<file path="src/rtl/rsd_pkg.sv">
package rsd_pkg;
    typedef enum logic [1:0] {
        TGT_MAIN = 2'd0,
        TGT_PIX  = 2'd1,
        TGT_AUX  = 2'd2
    } rsd_target_e;

    typedef struct packed {
        logic armed;
        logic aux_en;
    } rsd_strap_t;
endpackage

</file>
<file path="src/rtl/rsd_window_decode.sv">
module rsd_window_decode
    import rsd_pkg::*;
#(
    parameter int ADDR_W     = 21,
    parameter int AUX_OFF_W  = 12,
    parameter int MAIN_IDX_W = 9
) (
    input  logic [ADDR_W-1:0]     addr,
    input  logic                  aux_en,
    output rsd_target_e           target,
    output logic [ADDR_W-2:0]     pix_off,
    output logic [AUX_OFF_W-1:0]  aux_off,
    output logic [MAIN_IDX_W-1:0] main_idx
);
    localparam int PIX_BIT = ADDR_W - 1;
    localparam int AUX_BIT = AUX_OFF_W;

    always_comb begin
        pix_off  = addr[PIX_BIT-1:0];
        aux_off  = addr[AUX_OFF_W-1:0];
        main_idx = addr[MAIN_IDX_W-1:0];
        if (addr[PIX_BIT]) begin
            target = TGT_PIX;
        end else if (aux_en && addr[AUX_BIT]) begin
            target = TGT_AUX;
        end else begin
            target = TGT_MAIN;
        end
    end
endmodule

</file>
<file path="src/rtl/rsd_access_gate.sv">
module rsd_access_gate
    import rsd_pkg::*;
#(
    parameter int MAIN_IDX_W = 9
) (
    input  logic                  locked,
    input  rsd_target_e           target,
    input  logic [MAIN_IDX_W-1:0] main_idx,
    output logic                  allowed
);
    localparam logic [MAIN_IDX_W-1:0] LAST_OPEN = MAIN_IDX_W'(1);

    always_comb begin
        allowed = !locked || (target == TGT_MAIN && main_idx <= LAST_OPEN);
    end
endmodule

</file>
<file path="src/rtl/rsd_main_regs.sv">
module rsd_main_regs #(
    parameter int          MAIN_IDX_W = 9,
    parameter int          NUM_REGS   = 16,
    parameter logic [7:0]  ID_VALUE   = 8'hA5,
    parameter logic [7:0]  CTRL_RESET = 8'h80
) (
    input  logic                  clk,
    input  logic                  rst_n,
    input  logic                  wr_en,
    input  logic [MAIN_IDX_W-1:0] idx,
    input  logic [7:0]            wdata,
    output logic [7:0]            rd_data,
    output logic                  locked
);
    localparam int                    IW       = $clog2(NUM_REGS);
    localparam logic [MAIN_IDX_W-1:0] IDX_LIM  = MAIN_IDX_W'(NUM_REGS);
    localparam logic [MAIN_IDX_W-1:0] IDX_CTRL = MAIN_IDX_W'(1);
    localparam int                    LOCK_BIT = 7;

    logic [NUM_REGS-1:0][7:0] regs_d, regs_q;
    logic                     in_range;

    always_comb begin
        in_range = idx < IDX_LIM;
        regs_d   = regs_q;
        if (wr_en && in_range && idx != '0) begin
            regs_d[idx[IW-1:0]] = wdata;
        end
        regs_d[0] = 8'h00;
        if (!in_range) begin
            rd_data = 8'h00;
        end else if (idx == '0) begin
            rd_data = ID_VALUE;
        end else begin
            rd_data = regs_q[idx[IW-1:0]];
        end
    end

    always_ff @(posedge clk or negedge rst_n) begin
        if (!rst_n) begin
            regs_q    <= '0;
            regs_q[1] <= CTRL_RESET;
        end else begin
            regs_q    <= regs_d;
        end
    end

    assign locked = regs_q[1][LOCK_BIT];

    p_lock_write_r9: assert property (@(posedge clk) disable iff (!rst_n)
        (wr_en && idx == IDX_CTRL) |=> (locked == $past(wdata[LOCK_BIT])));

    p_discard_unimpl_r11: assert property (@(posedge clk) disable iff (!rst_n)
        (wr_en && !in_range) |=> $stable(regs_q));
endmodule

</file>
<file path="src/rtl/rsd_host_decoder.sv">
module rsd_host_decoder
    import rsd_pkg::*;
#(
    parameter int         ADDR_W     = 21,
    parameter int         AUX_OFF_W  = 12,
    parameter int         MAIN_IDX_W = 9,
    parameter int         NUM_REGS   = 16,
    parameter logic [7:0] ID_VALUE   = 8'hA5
) (
    input  logic                 clk,
    input  logic                 rst_n,
    input  logic                 cfg_aux_en,
    input  logic                 host_cs_n,
    input  logic                 host_mr_n,
    input  logic [ADDR_W-1:0]    host_addr,
    input  logic                 host_rd,
    input  logic                 host_wr,
    input  logic [7:0]           host_wdata,
    output logic [7:0]           host_rdata,
    output logic                 pix_sel,
    output logic [ADDR_W-2:0]    pix_off,
    input  logic [7:0]           pix_rdata,
    output logic                 aux_sel,
    output logic [AUX_OFF_W-1:0] aux_off,
    input  logic [7:0]           aux_rdata
);
    rsd_strap_t              strap_d, strap_q;
    rsd_target_e             target;
    logic [MAIN_IDX_W-1:0]   main_idx;
    logic                    locked, allowed, active, granted;
    logic                    main_wr;
    logic [7:0]              main_rdata;

    always_comb begin
        strap_d = strap_q;
        if (strap_q.armed) begin
            strap_d.aux_en = cfg_aux_en;
            strap_d.armed  = 1'b0;
        end
    end

    always_ff @(posedge clk or negedge rst_n) begin
        if (!rst_n) begin
            strap_q <= '{armed: 1'b1, aux_en: 1'b0};
        end else begin
            strap_q <= strap_d;
        end
    end

    rsd_window_decode #(
        .ADDR_W(ADDR_W), .AUX_OFF_W(AUX_OFF_W), .MAIN_IDX_W(MAIN_IDX_W)
    ) u_dec (
        .addr(host_addr), .aux_en(strap_q.aux_en), .target(target),
        .pix_off(pix_off), .aux_off(aux_off), .main_idx(main_idx)
    );

    rsd_access_gate #(.MAIN_IDX_W(MAIN_IDX_W)) u_gate (
        .locked(locked), .target(target), .main_idx(main_idx), .allowed(allowed)
    );

    rsd_main_regs #(
        .MAIN_IDX_W(MAIN_IDX_W), .NUM_REGS(NUM_REGS), .ID_VALUE(ID_VALUE)
    ) u_regs (
        .clk(clk), .rst_n(rst_n), .wr_en(main_wr), .idx(main_idx),
        .wdata(host_wdata), .rd_data(main_rdata), .locked(locked)
    );

    always_comb begin
        active     = !host_cs_n && !host_mr_n && (host_rd || host_wr);
        granted    = active && allowed;
        pix_sel    = granted && target == TGT_PIX;
        aux_sel    = granted && target == TGT_AUX;
        main_wr    = granted && host_wr && target == TGT_MAIN;
        host_rdata = 8'h00;
        if (granted && host_rd) begin
            unique case (target)
                TGT_PIX: host_rdata = pix_rdata;
                TGT_AUX: host_rdata = aux_rdata;
                default: host_rdata = main_rdata;
            endcase
        end
    end

    p_lock_blocks_windows_r8: assert property (@(posedge clk) disable iff (!rst_n)
        locked |-> (!pix_sel && !aux_sel));

    p_aux_absent_r5: assert property (@(posedge clk) disable iff (!rst_n)
        !strap_q.aux_en |-> !aux_sel);

    p_idle_quiet_r1: assert property (@(posedge clk) disable iff (!rst_n)
        (host_cs_n || host_mr_n) |-> (!pix_sel && !aux_sel && host_rdata == 8'h00));

    p_strap_hold_r6: assert property (@(posedge clk) disable iff (!rst_n)
        !strap_q.armed |=> $stable(strap_q.aux_en));
endmodule

</file>
<file path="config.mk">
export PLATFORM = sky130hd
export DESIGN_NAME = rsd_host_decoder
export DESIGN_NICKNAME = d
export VERILOG_FILES = /design/src/rtl/rsd_pkg.sv /design/src/rtl/rsd_window_decode.sv /design/src/rtl/rsd_access_gate.sv /design/src/rtl/rsd_main_regs.sv /design/src/rtl/rsd_host_decoder.sv
export SDC_FILE = /design/constraint.sdc
export NUM_CORES = 1
export LEC_CHECK = 0
export ABC_AREA = 1
export ABC_CLOCK_PERIOD_IN_PS = 2000
export BUFFER_PORTS_ARGS = -buffer_cell sky130_fd_sc_hd__buf_2
export CAP_MARGIN = 40
export CORE_UTILIZATION = 42
export DETAILED_ROUTE_END_ITERATION = 8
export MAX_ROUTING_LAYER = met4
export SLEW_MARGIN = 20
export SYNTH_ARGS = -nofsm -noshare
export SYNTH_HDL_FRONTEND = slang
export SYNTH_SLANG_ARGS = --single-unit
</file>
<file path="constraint.sdc">
create_clock -name clk -period 2 [get_ports clk]
set_input_delay 0.5 -clock clk [delete_from_list [all_inputs] [get_ports clk]]
set_output_delay 0.5 -clock clk [all_outputs]
set_load 0.1 [all_outputs]
</file>
# After elaboration in Yosys (flattened, before gate mapping)
# Index checks and enable logic that the tools add are counted.
[word_totals] register_bits=122 latch_bits=0 mem_bits_rw=0 mem_bits_ro=0 input_bits=52 out_inout_bits=42 wordCells=55 n_memories=0
[op_classes] n_addsub=0 mul=0 n_div=0 magnitude_cmp=4 n_eq_ne=2 shifts=0 n_mux=11 bitwise=0 reduce_logical=21
[op_table] op="bitwise mux 128 bit" count=1
[op_table] op="two-way mux 8 bit" count=5
[op_table] op="binary-select mux 8 bit (select 4 bit)" count=1
[op_table] op="demux 8 bit (select 4 bit)" count=1
[op_table] op="case mux 8 bit (2 select lines)" count=1
[op_table] op="logical AND 1 bit" count=13
[op_table] op="less-or-equal comparator 9 x 1 -> 1 bit (second input constant)" count=1
[op_table] op="logical NOT 9 bit" count=1
[op_table] op="less-than comparator 9 x 5 -> 1 bit (second input constant)" count=1
[op_table] op="nonzero test 9 bit" count=1
[op_table] op="less-than comparator 4 x 5 -> 1 bit (second input constant)" count=1
[op_table] op="greater-or-equal comparator 4 x 1 -> 1 bit (second input constant)" count=1
[op_table] op="two-way mux 2 bit" count=2
[op_table] op="logical NOT 1 bit" count=3
[op_table] op="== test 2 x 1 -> 1 bit (second input constant)" count=1
[op_table] op="== test 2 bit (second input constant)" count=1
[op_table] op="logical NOT 2 bit" count=1
[op_table] op="logical OR 1 bit" count=2

# Logic depth before layout (Yosys ltp)
[depth] word_depth=11 mapped_depth=13

# By module
# A second synthesis with hierarchy kept.
[hier_totals] cells_unflattened=871 area_unflattened_um2=6854.1
[by_module_without_submodules] module="rsd_main_regs" n_inst=1 cells_each=737 area_per_inst_um2=6059.6
[by_module_without_submodules] module="rsd_host_decoder" n_inst=1 cells_each=81 area_per_inst_um2=430.4
[by_module_without_submodules] module="rsd_window_decode" n_inst=1 cells_each=44 area_per_inst_um2=325.3
[by_module_without_submodules] module="rsd_access_gate" n_inst=1 cells_each=9 area_per_inst_um2=38.8

# Worst setup path before layout
# No wires, ideal clock.
[synth_timing] kind="input -> output" from="input host_addr[6]" to="output host_rdata[0]" t_arrival_ns=2.936 required_ns=1.500 slack_ns=-1.436 cell_stages=9 path_buffers=0 path_cell_list="nor2_1 > nand2_1 > nor2_4 > nand3_1 > nand2_1 > nand2_2 > nor2_1 > nand2_1 > a21oi_1"
[synth_between] elab_chain_cells=6 elab_cells_between_ends=11 cone_classes="2 x order compare; 4 x mux; 5 x reduce/logical"
[synth_lines] item="start: declaration" line_no="rsd_host_decoder.sv:15" text="input logic [ADDR_W-1:0] host_addr,"
[synth_lines] item="branches (longest 5 deep; another with less-than comparator 9 x 5 -> 1 bit)"
[synth_lines] item="two-way mux 8 bit (*)" line_no="rsd_host_decoder.sv:75" text="if (granted && host_rd) begin"
[synth_lines] item="end: declaration" line_no="rsd_host_decoder.sv:19" text="output logic [7:0] host_rdata,"
# Mark *: on every way between the ends.

# Worst setup path after layout
[layout_timing] from="input host_addr[1]" to="output host_rdata[3]"
[layout_between] elab_chain_cells=6 elab_cells_between_ends=13 cone_classes="2 x order compare; 6 x mux; 5 x reduce/logical"
[layout_lines] item="binary-select mux 8 bit (select 4 bit) or less-or-equal comparator 9 x 1 -> 1 bit (tied branches)" line_no="rsd_main_regs.sv:35, rsd_access_gate.sv:14"
[layout_lines] item="two-way mux 8 bit (implied by the code) or logical AND 1 bit (tied branches)" line_no="rsd_main_regs.sv:35, rsd_access_gate.sv:14"
[layout_lines] item="two-way mux 8 bit or logical OR 1 bit (tied branches)" line_no="rsd_main_regs.sv:32, rsd_access_gate.sv:14"
[layout_lines] item="two-way mux 8 bit or logical AND 1 bit (tied branches)" line_no="rsd_main_regs.sv:30, rsd_host_decoder.sv:70"
[layout_lines] item="case mux 8 bit (2 select lines) or logical AND 1 bit (tied branches)" line_no="rsd_host_decoder.sv:76, rsd_host_decoder.sv:75"
[layout_lines] item="two-way mux 8 bit (*)" line_no="rsd_host_decoder.sv:75"
# Every way passes the cells marked *; elsewhere a longest branch is shown, timed or not. The select of a mux whose other input is x is not followed.

==> impl_metrics.csv <==
group,metric,value,unit
worst_hold_path,min_path_type,"input port to async pin",
place,io_buffers,70,
floorplan,fp.dieH,133,microns
power,intPower,4.54,mW
synth,netlist.area_leader.share,41.8,%
synth,synth.distinct_cells,31,
drt,drc,0,
sta,hold_ws,0.0617,ns
drt,wirelength,23.2,mm
worst_setup_path,crit_path_start_kind,"input port",
final_layout,fin_util,56.7,%
place,placed_cells,1288,
sta,maxSlewHeadroom,64.0,%
drt,dr.first_iter.drc_count,637,
power,power,6.28,mW
sta,post-route-min-period,2.37,ns
final_layout,drive_above_1_share,26.1,%
worst_setup_path,critical_path_class,"input port to output port",
sta,final-setup-viol-count,10,
grt,antenna_found_initial,0,
power,power_density,665,nW/um^2
power,ir_drop,612,uV
cts,path_clk_slew,0.05,ns
cts,clock_latency,0.42,ns
sta,fin_crit_sh,118,%
power,sw_frac_of_total,27.7,%
cts,cts_made_buffers,17,
floorplan,start_util,43.1,%
run_status,status,"finished with violations",
synth,synth_area,7180,sq um
cts,cts_hold_buf,0,
drt,ant_nets,0,
final_layout,antenna_cells,0,
power,p_clk_share,45.6,%
synth,syn_inst,976,
grt,grt_pass1_vias,6689,
sta,tightest_slew,0.540,ns
drt,drtPass1Iterations,5,
final_layout,syn_to_final_growth,31.5,%
worst_setup_path,critPathArrivalTime,1.87,ns
sta,rsz0062_at_grt,"yes",
cts,cts_tree,"yes",
synth,postSynthAreaPerCell,7.35,sq um
power,pwr-share-seq,39.6,%
synth,netlist_top_cells_area,"dfrtp_1 (42%), nand2_1 (28%), nand4_1 (10%)",
sta,fin_skew,0.00581,ns
cts,cts.sinks,122,
worst_setup_path,critPathMaxFanout,11,
final_layout,nets,1147,
cts,clk_path_buf_depth,2,
floorplan,die_w,133,microns
synth,ys_seq_elements,122,
worst_setup_path,worst_setup_path_end_kind,"output port",
grt,grt_pass1_wl,37.0,mm
cts,cts_max_level,4,
drt,viasPerCell,5.39,
grt,overflow,0,
grt,grtUsageTotal,28.3,%
sta,worst_slack,-0.366,ns
power,p_comb_share,14.8,%
place,pre_cts_ws,-0.444,ns
sta,report.final.slew_viol_count,0,
floorplan,num_rows,47,
power,p_sw,1.74,mW
sta,clock.fmax,423,MHz
run_status,violations,"setup timing",
floorplan,die_area,17600,sq um
drt,wl_per_cell,17.5,microns
place,gp_congestion,0.876,
floorplan,io_pins,94,
power,leakage,5.03,nW
synth,yosys.area.top_type,"dfrtp_1",
cts,cts-root-buf,"clkbuf_16",
sta,hold_viol_final,0,
synth,synth_nets,1028,
run,maxCapViolations,0,
grt,grt_max_degree,35,
place,hpwl,15.5,mm
floorplan,core_area,16600,sq um
drt,num_vias,7153,
synth,yosys_warnings,0,
final_layout,stdcell_count,1326,
worst_setup_path,worstPathRequired,1.50,ns
synth,seq_area_frac_synth,42.6,%
## power groups by stage
stage                     Sequential (mW)  Combinational [mW]  Clock [mW]
final                                2.49               0.926        2.86
after global routing                 2.49               0.972        2.99
after CTS                            2.49               0.912        2.90
after detailed placement             2.53               0.867           0
after global placement               2.53               0.867           0
after floorplan                      2.53               0.603           0
## worst max-delay path, cell delays in order
cell and delay [ns]:
clkbuf_4 0.17, inv_2 0.12, buf_4 0.21, nand2_1 0.07
nand2_1 0.09, nand2_1 0.06, nand2_1 0.07, inv_1 0.04
nand2_1 0.07, nand2_1 0.10, a21oi_4 0.16, buf_12 0.19
## synthesized netlist by cell type
cell and n:
nand2_1 530, dfrtp_1 120, nand4_1 120, buf_4 34, nand3_1 25, buf_2 18
buf_6 16, clkbuf_1 16, nor2_1 15, nor2_2 13, inv_1 9, nand3_4 9
a21oi_1 8, o21ai_1 8, o22a_1 7, inv_2 6, nor2_4 4, buf_1 3
dfstp_2 2, nand2_2 2, a211oi_1 1, a21oi_4 1, a22oi_1 1, buf_12 1
clkinv_1 1, conb_1 1, inv_4 1, mux2_2 1, nor2_8 1, o21ai_0 1
o21bai_1 1
## flip-flops by register name, indices dropped and copies added, names as in the netlist
| name | flops |
|---|---|
| u_regs.locked | 1 |
| u_regs.regs_q | 119 |
| strap_q | 2 |
## path summary, 6_finish.rpt
| path | from | to | slack (ns) | cells past startpoint |
|---|---|---|---|---|
| worst max-delay path | host_addr[1] | host_rdata[3] | -0.37 | 12 |
| worst min-delay path | rst_n | u_regs.regs_q[79]$_DFFE_PN0P_ | 0.06 | 1 |
| worst max register to register | strap_q[0]$_DFFE_PN0P_ | u_regs.regs_q[111]$_DFFE_PN0P_ | 0.13 | 11 |
| worst min register to register | u_regs.regs_q[53]$_DFFE_PN0P_ | u_regs.regs_q[53]$_DFFE_PN0P_ | 0.47 | 2 |
| max in group asynchronous | rst_n | u_regs.regs_q[42]$_DFFE_PN0P_ | 1.33 | 2 |
| min in group clk | cfg_aux_en | strap_q[0]$_DFFE_PN0P_ | 0.32 | 2 |
## stage by stage
| stage | TNS, ns | area [sq um] |
|---|---|---|
| floorplan | -6.02 | 7280 |
| global placement | -20.45 | 8640 |
| detailed placement | -21.05 | 8640 |
| CTS | -3.78 | 9370 |
| global route | -3.93 | 9440 |
| finish | -3.01 | 9440 |
## per-layer routing
metal  GRT usage (%)  vias to the layer above  routed length, microns
li1                -                     3421                       -
met1            37.8                     3397                   10300
met2            42.7                      289                   10700
met3            4.33                       46                    1430
met4            12.2                        0                     718
met5               -                        -                       0
## cells in the final DEF, fill, tap and decap left out, drive strengths merged
cell and count:
clkinvlp 3, clkinv 5, bufbuf 2, dfrtp 120, nor2 33, clkbuf 24
nand2 532, nand4 120, dfstp 2, o21ai 9, bufinv 1, o21bai 1
mux2 1, a21oi 9, nand3 34, inv 16, a211oi 1, o22a 7
buf 184, conb 1, a22oi 1
## area by class of cell
type	count	area [sq um]
tap	220	275
timing repair buffer	188	1850
sequential	122	3060
fill	1522	7210
multi-input combinational	749	3640
inverter	17	76.3
clock inverter	8	72.6
clock buffer	22	464
## repair_timing
| item | CTS | global route |
|---|---|---|
| endpoints found under the setup margin | 10 | 109 |
| pin swaps | 5 | 9 |
| gates cloned | 2 | 1 |
| gates resized for setup | 27 | 14 |
| buffers inserted | 6 | 0 |
## cells by family after synthesis
| logic type | Yosys count | share of synthesized area (%) |
|---|---|---|
| AO/OA/AOI/OAI | 28 | 2.58 |
| flip-flops | 122 | 42.6 |
| other | 1 | 0.0523 |
| buffers and inverters | 105 | 9.52 |
| multiplexers | 1 | 0.157 |
| AND/OR/NAND/NOR | 719 | 45.1 |
(Power assumes the default switching activity.)
